==> src/rtl/irqv_pkg.sv <==
package irqv_pkg;

    localparam int NUM_SRC = 64;
    localparam int CFG_W   = 7;
    localparam int DATA_W  = 32;
    localparam int ADDR_W  = 12;
    localparam int IDX_W   = $clog2(NUM_SRC);
    localparam int WORD_W  = ADDR_W - 2;

    typedef enum logic {
        FLAVOR_A = 1'b0,
        FLAVOR_B = 1'b1
    } flavor_e;

    // Packed select word: pending flag above the line number
    typedef struct packed {
        logic             pend;
        logic [IDX_W-1:0] idx;
    } sel_t;

    // One configuration write request
    typedef struct packed {
        logic             we;
        logic [IDX_W-1:0] idx;
        logic [CFG_W-1:0] data;
    } cfg_wr_t;

    function automatic logic [CFG_W-1:0] enable_code(flavor_e f);
        return (f == FLAVOR_A) ? 7'h51 : 7'h20;
    endfunction

    function automatic logic [ADDR_W-1:0] sel_offset(flavor_e f);
        return (f == FLAVOR_A) ? 12'h10C : 12'h104;
    endfunction

endpackage

==> src/rtl/irqv_cfg_bank.sv <==
module irqv_cfg_bank
    import irqv_pkg::*;
#(
    parameter logic [CFG_W-1:0] EN_CODE = 7'h51
) (
    input  logic             clk,
    input  logic             rst,
    input  cfg_wr_t          cfg_wr,
    output logic [CFG_W-1:0] cfg_q [NUM_SRC],
    output logic [NUM_SRC-1:0] en_o
);

    for (genvar g = 0; g < NUM_SRC; g++) begin : g_src
        logic [CFG_W-1:0] field_q;

        always_ff @(posedge clk) begin
            if (rst) begin
                field_q <= '0;
            end else if (cfg_wr.we && (cfg_wr.idx == IDX_W'(g))) begin
                field_q <= cfg_wr.data;
            end
        end

        assign cfg_q[g] = field_q;
        assign en_o[g]  = (field_q == EN_CODE);
    end

endmodule

==> src/rtl/irqv_prio_enc.sv <==
module irqv_prio_enc
    import irqv_pkg::*;
(
    input  logic [NUM_SRC-1:0] req,
    output sel_t               pick
);

    always_comb begin
        pick = '0;
        for (int i = NUM_SRC - 1; i >= 0; i--) begin
            if (req[i]) begin
                pick.pend = 1'b1;
                pick.idx  = IDX_W'(i);
            end
        end
    end

endmodule

==> src/rtl/irqv_regif.sv <==
module irqv_regif
    import irqv_pkg::*;
#(
    parameter logic [ADDR_W-1:0] SEL_ADDR = 12'h10C
) (
    input  logic [ADDR_W-1:0] addr,
    input  logic [DATA_W-1:0] wdata,
    input  logic              we,
    input  logic [CFG_W-1:0]  cfg_q [NUM_SRC],
    input  sel_t              sel_q,
    output cfg_wr_t           cfg_wr,
    output logic [DATA_W-1:0] rdata
);

    localparam logic [WORD_W-1:0] CFG_WORDS = WORD_W'(NUM_SRC);
    localparam logic [WORD_W-1:0] SEL_WORD  = SEL_ADDR[ADDR_W-1:2];

    logic [WORD_W-1:0] word;
    logic              hit_cfg;
    logic              hit_sel;
    logic              unused_bits;

    assign word    = addr[ADDR_W-1:2];
    assign hit_cfg = (word < CFG_WORDS);
    assign hit_sel = (word == SEL_WORD);

    assign cfg_wr.we   = we & hit_cfg;
    assign cfg_wr.idx  = word[IDX_W-1:0];
    assign cfg_wr.data = wdata[CFG_W-1:0];

    always_comb begin
        rdata = '0;
        if (hit_cfg) begin
            rdata[CFG_W-1:0] = cfg_q[word[IDX_W-1:0]];
        end else if (hit_sel) begin
            rdata[IDX_W:0] = sel_q;
        end
    end

    assign unused_bits = ^{addr[1:0], wdata[DATA_W-1:CFG_W]};

endmodule

==> src/rtl/irq_vector_ctrl.sv <==
module irq_vector_ctrl
    import irqv_pkg::*;
#(
    parameter flavor_e FLAVOR = FLAVOR_A
) (
    input  logic               clk,
    input  logic               rst,
    input  logic [NUM_SRC-1:0] src_i,
    input  logic [ADDR_W-1:0]  reg_addr,
    input  logic [DATA_W-1:0]  reg_wdata,
    input  logic               reg_we,
    output logic [DATA_W-1:0]  reg_rdata,
    output logic               cpu_irq
);

    localparam logic [CFG_W-1:0]  EN_CODE  = enable_code(FLAVOR);
    localparam logic [ADDR_W-1:0] SEL_ADDR = sel_offset(FLAVOR);

    cfg_wr_t             cfg_wr;
    logic [CFG_W-1:0]    cfg_q [NUM_SRC];
    logic [NUM_SRC-1:0]  en;
    logic [NUM_SRC-1:0]  req;
    sel_t                pick;
    sel_t                sel_q;

    irqv_regif #(
        .SEL_ADDR (SEL_ADDR)
    ) u_regif (
        .addr   (reg_addr),
        .wdata  (reg_wdata),
        .we     (reg_we),
        .cfg_q  (cfg_q),
        .sel_q  (sel_q),
        .cfg_wr (cfg_wr),
        .rdata  (reg_rdata)
    );

    irqv_cfg_bank #(
        .EN_CODE (EN_CODE)
    ) u_cfg (
        .clk    (clk),
        .rst    (rst),
        .cfg_wr (cfg_wr),
        .cfg_q  (cfg_q),
        .en_o   (en)
    );

    assign req = src_i & en;

    irqv_prio_enc u_prio (
        .req  (req),
        .pick (pick)
    );

    always_ff @(posedge clk) begin
        if (rst) begin
            sel_q <= '0;
        end else begin
            sel_q <= pick;
        end
    end

    assign cpu_irq = sel_q.pend;

endmodule

==> config.mk <==
export PLATFORM = sky130hd
export DESIGN_NAME = irq_vector_ctrl
export DESIGN_NICKNAME = d
export VERILOG_FILES = /design/src/rtl/irqv_pkg.sv /design/src/rtl/irqv_cfg_bank.sv /design/src/rtl/irqv_prio_enc.sv /design/src/rtl/irqv_regif.sv /design/src/rtl/irq_vector_ctrl.sv
export SDC_FILE = /design/constraint.sdc
export NUM_CORES = 1
export LEC_CHECK = 0
export BUFFER_PORTS_ARGS = -buffer_cell sky130_fd_sc_hd__buf_2
export CORE_ASPECT_RATIO = 1.25
export CORE_MARGIN = 3
export CORE_UTILIZATION = 55
export CTS_BUF_LIST = sky130_fd_sc_hd__clkbuf_8
export DETAILED_ROUTE_END_ITERATION = 8
export GPL_TIMING_DRIVEN = 0
export MAX_ROUTING_LAYER = met4
export PLACE_DENSITY = 0.75
export SLEW_MARGIN = 20
export SYNTH_ARGS = -nofsm -noshare
export SYNTH_HDL_FRONTEND = slang
export SYNTH_SLANG_ARGS = --single-unit
==> constraint.sdc <==
create_clock -name clk -period 7 [get_ports clk]
set_input_delay 1.05 -clock clk [delete_from_list [all_inputs] [get_ports clk]]
set_output_delay 1.05 -clock clk [all_outputs]
set_load 0.05 [all_outputs]
* After elaboration in Yosys (flattened, before gate mapping)
Cells that the tools add are included.
** Operators by class
- Magnitude comparators :: 2
- Equality and inequality tests :: 128
- Muxes and demuxes :: 69
- Bitwise logic cells :: 3
- Reduce and logical (&&, ||, !) cells :: 71
** Operator list (number)
- $mux W7 :: 68
- $eq A7 B7 Y1 const B :: 64
- $eq A6 B6 Y1 const B :: 32
- $eq A6 B5 Y1 const B :: 16
- $and A64 B64 Y64 :: 1
- $logic_and A1 B1 Y1 :: 64
- $eq A6 B4 Y1 const B :: 8
- $bmux W7 S6 :: 1
- $reduce_or A33 Y1 :: 1
- $eq A6 B3 Y1 const B :: 4
- $reduce_or A17 Y1 :: 1
- $eq A6 B2 Y1 const B :: 2
- $eq A10 B7 Y1 const B :: 1
- $lt A10 B7 Y1 const B :: 1
- $reduce_or A9 Y1 :: 1
- $ge A7 B7 Y1 const B :: 1
- $not A6 Y7 :: 1
- $eq A6 B1 Y1 const B :: 1
- $logic_not A6 Y1 :: 1
- $reduce_or A5 Y1 :: 1
- $reduce_or A3 Y1 :: 1
- $reduce_or A2 Y1 :: 1
- $and A1 B1 Y1 :: 1
** Storage, ports and cells
- Bits in registers :: 455
- Input port bits :: 111
- Output and inout port bits :: 33
- Word-level logic and storage cells :: 344

* Logic depth before layout (Yosys ltp)
- Word-level depth :: 66
- Gate-level depth with buffers :: 10
- Gate-level depth less buffers :: 7

* By module
Synthesis repeated with hierarchy kept, for this count alone.
** Second synthesis, totals
- Cells, all modules :: 2321
- Area, all modules :: 24357.1 µm²
** By module, submodules not included
- irqv_cfg_bank :: instances 1, cells each 1751, area each 18878.1 µm², seq. area each 8968.6 µm²
- irqv_regif :: instances 1, cells each 342, area each 4061.4 µm², seq. area each 0.0 µm²
- irqv_prio_enc :: instances 1, cells each 150, area each 833.3 µm², seq. area each 0.0 µm²
- irq_vector_ctrl :: instances 1, cells each 78, area each 584.3 µm², seq. area each 140.1 µm²

* Least setup slack after synthesis
Ideal clock, no wire load.
- Kind :: input -> output
- Start point :: input reg_addr[3]
- End point :: output reg_rdata[2]
- Data arrival time :: 3.164 ns
- Required time :: 5.950 ns
- Setup slack :: 2.786 ns
- Stages :: 7
- Path buffers :: 3
- Path through :: buf_2 -> buf_2 -> buf_1 -> mux4_2 -> mux4_2 -> mux2i_1 -> o21ai_1
** On the way
- Longest elaborated chain between the ends :: 5
- Elaborated cells on any way between the ends :: 8
- Classes of those cells :: order compare (1); eq/ne (1); mux (5); bitwise (1)
** Ends and longest elaborated chain
- from (decl) :: line irq_vector_ctrl.sv:9 : input logic [ADDR_W-1:0] reg_addr,
- $not A6 Y7 (not written as such) :: line irqv_regif.sv:34 : rdata[CFG_W-1:0] = cfg_q[word[IDX_W-1:0]];
- $bmux W7 S6 :: line irqv_regif.sv:34
- $mux W7 (not written as such) (2 in a row) :: line irqv_regif.sv:34
- $mux W7 (*) :: line irqv_regif.sv:33 : if (hit_cfg) begin
- to (decl) :: line irq_vector_ctrl.sv:12 : output logic [DATA_W-1:0] reg_rdata,
Mark *: on every way between the ends. The rest lies on a longest branch, timed or not. The select of a mux whose other input is x is not followed.

* Worst setup path after layout
- Start point :: input reg_addr[3]
- End point :: output reg_rdata[4]
Same word-level chain as after synthesis.

==> results.toml <==
[power]
switchingPower_mw = 1.418
power.leakage_nw = 8.387
seqPwrFrac = 0.486
finalPower_mw = 5.332
switching_share = 0.2659
pwr-share-comb = 0.070
p_clk_frac = 0.444
vdd_drop_max_mv = 0.1825
power_density_nw_per_um2 = 209.7
internal_power_mw = 3.914

[grt]
use_met1 = 0.4523
grt_overflow = 0
met3_usage = 0.08631
antenna_found_initial = 2
grt_pass1_vias = 20930
grt_max_degree = 11
use_met2 = 0.6445
top_usage_layer = "met2"
grt_pass1_wl_um = 128500
track_usage = 0.4025

[clock_tree]
clk_root_buffer_cell = "clkbuf_8"
insertion_delay_ns = 0.68
hold_buffers = 0
cts_buffers = 75
cts_setup_buffers = 0
cts_buffer_depth = 3
post_cts_resize_count = 0
cts.sinks = 455
clk_pin_slew_ns = 0.06
cts_tree = "done"
htreeDepth = 3

[timing]
worstMarginPinSlew_ns = 1.268
skew_ns = 0.02685
drv_slew = 0
fin_crit_sh = 0.7613
holdWs_ns = 0.4695
slew_headroom = 0.1485
fmax_mhz = 187.7
finalCriticalPeriod_ns = 5.329
hold_viol_final = 0
rsz0062_at_grt = "no"
tns_ns = 0
setup_viol = 0

[floorplanning]
initial_core_util = 0.5625
core_area_um2 = 40420
io_pins = 144
fp.dieH_um = 233.3
design.die.area_um2 = 43830
rows = 82
die_w_um = 187.9

[critical_path]
cp_max_fo = 10
path_common_cell = "buf_2"
cpPeakStageDelay_ns = 0.57
slowest_stage = "mux4_2"
setup.worst_path.end_class = "output port"
cp.required_ns = 5.95
startpoint_type = "primary input"
arrival_ns = 4.28
path_delay_family = "buffers and inverters"
critPathKind = "primary input to output port"
r2r_slack_ns = 4.08
critPathBufInv = 4
cp_cell_sequence = "buf_2, buf_1, buf_2, mux4_2, mux4_2, mux2i_1, nor2_1, a21oi_1, o21ai_1, buf_2"

[synthesis]
async_flop_share = 0
yosysUniqueCellTypes = 59
synth_most_common_cell = "dfxtp_1"
yosys.area.top_type = "dfxtp_1"
synth_edf_count = 0
synth_warnings = 0
yosysTopAreaCellShare = 0.4006
ys_top_cells_by_count = "dfxtp_1, nand2_1, a21oi_1, nand3_1, nor2_1"
synthCells = 2503
yosysSeqAreaShare = 0.4006
ys.flop_type = "dfxtp_1"
ys_ff_latch = 455
synth_area_um2 = 22740
avgSynthCellArea_um2 = 9.084
synth.area.top_cells = "dfxtp_1, mux4_2, mux2i_1"

[layout]
utilization = 0.6289
n_fill_cell = 3599
drive_gt1_frac = 0.1572
finalNetCount = 2797
synthToLayoutAreaGrowth_pct = 11.80

[outcome]
status = "completed"

[flow_run]
maxCapViolations = 0

[drt]
final_antenna_net_count = 0
drt_wl_total_um = 87740
drtIter0Drc = 2881
viasPerCell = 6.607
firstDrtPassIters = 6
wl_per_cell_um = 26.73
drc = 0
num_vias = 21690

[worst_hold_path]
hold_class = "register to register"

[placed_design]
portBuffers = 80
hpwlAfterDp_um = 66830
gp_congestion = 1.049
[placed cells by master (no fill, tap or decap), types with 32 or more instances in the layout]
cell type	n
mux4_2	140
buf_2	117
nand3_1	306
nor2_1	206
dfxtp_1	455
a21oi_1	310
nand4_1	46
clkbuf_8	90
nand2_1	369
nor2b_1	32
mux2i_1	168
nor4b_1	32
clkbuf_1	134
[sequential cells by signal (all words and copies together), names as in the netlist]
signal / flops
sel_q: 6
u_cfg.g_src.field_q: 448
cpu_irq: 1
[final timing paths]
check | startpoint | endpoint | cells past startpoint
worst min-delay path | u_cfg.g_src[45].field_q[0] | u_cfg.g_src[45].field_q[0] | 2
worst min register to register | u_cfg.g_src[45].field_q[0] | u_cfg.g_src[45].field_q[0] | 2
worst max-delay path | reg_addr[3] | reg_rdata[4] | 10
worst max register to register | u_cfg.g_src[36].field_q[5] | sel_q[1] | 7
[routing by layer]
metal	part of all wire	vias up	wire (um)
met1	0.35	10470	31110
li1	-	9375	-
met2	0.47	1446	40850
met4	0.080	0	7063
met5	0	-	0
met3	0.099	397	8716
[per-stage QoR]
step	setup WS, ns	instances	area, um2
6_report	1.671	3283	25420
5_1_grt	1.637	3283	25420
4_1_cts	1.786	3281	25410
3_5_place_dp	1.793	3155	23950
3_3_place_gp	1.819	3153	23910
2_1_floorplan	2.786	2527	22830
[tightest hold or removal path, delay by kind of cell (launching register included)]
family	cells	cell delay [ns]
DFF	1	0.32
AOI/OAI and AO/OA	1	0.05
and+or+nand+nor	1	0.06
[cells by family after synthesis]
group / count (synthesis) / synth area share
multiplexers: 308 / 0.2126
AO/OA/AOI/OAI: 361 / 0.08392
buffers and inverters: 241 / 0.04799
AND/OR/NAND/NOR: 1137 / 0.2547
flip-flops: 455 / 0.4006
other: 1 / 0.0001649
[area by class of cell]
cell class / instances / area (um2) / share of cell area
inverters: 8 / 30.03 / 0.001181
clock inverters: 36 / 219.0 / 0.008613
clock buffers: 90 / 1239 / 0.04873
well taps: 546 / 683.2 / 0.02687
diodes: 2 / 5.005 / 0.0001969
flip-flops and latches: 455 / 9109 / 0.3583
repair buffers: 82 / 419.2 / 0.01649
plain buffers: 233 / 1061 / 0.04174
multi-input cells: 1831 / 12660 / 0.4979
[power by group through the flow]
stage	sequential [mW]	combinational, mW	clock [mW]
after detailed placement	2.65	0.362	0
after CTS	2.59	0.363	2.36
after floorplan	2.65	0.222	0
after global routing	2.59	0.384	2.47
final	2.59	0.376	2.36
after global placement	2.65	0.357	0
Note: power is estimated with default switching activity, not from simulation.
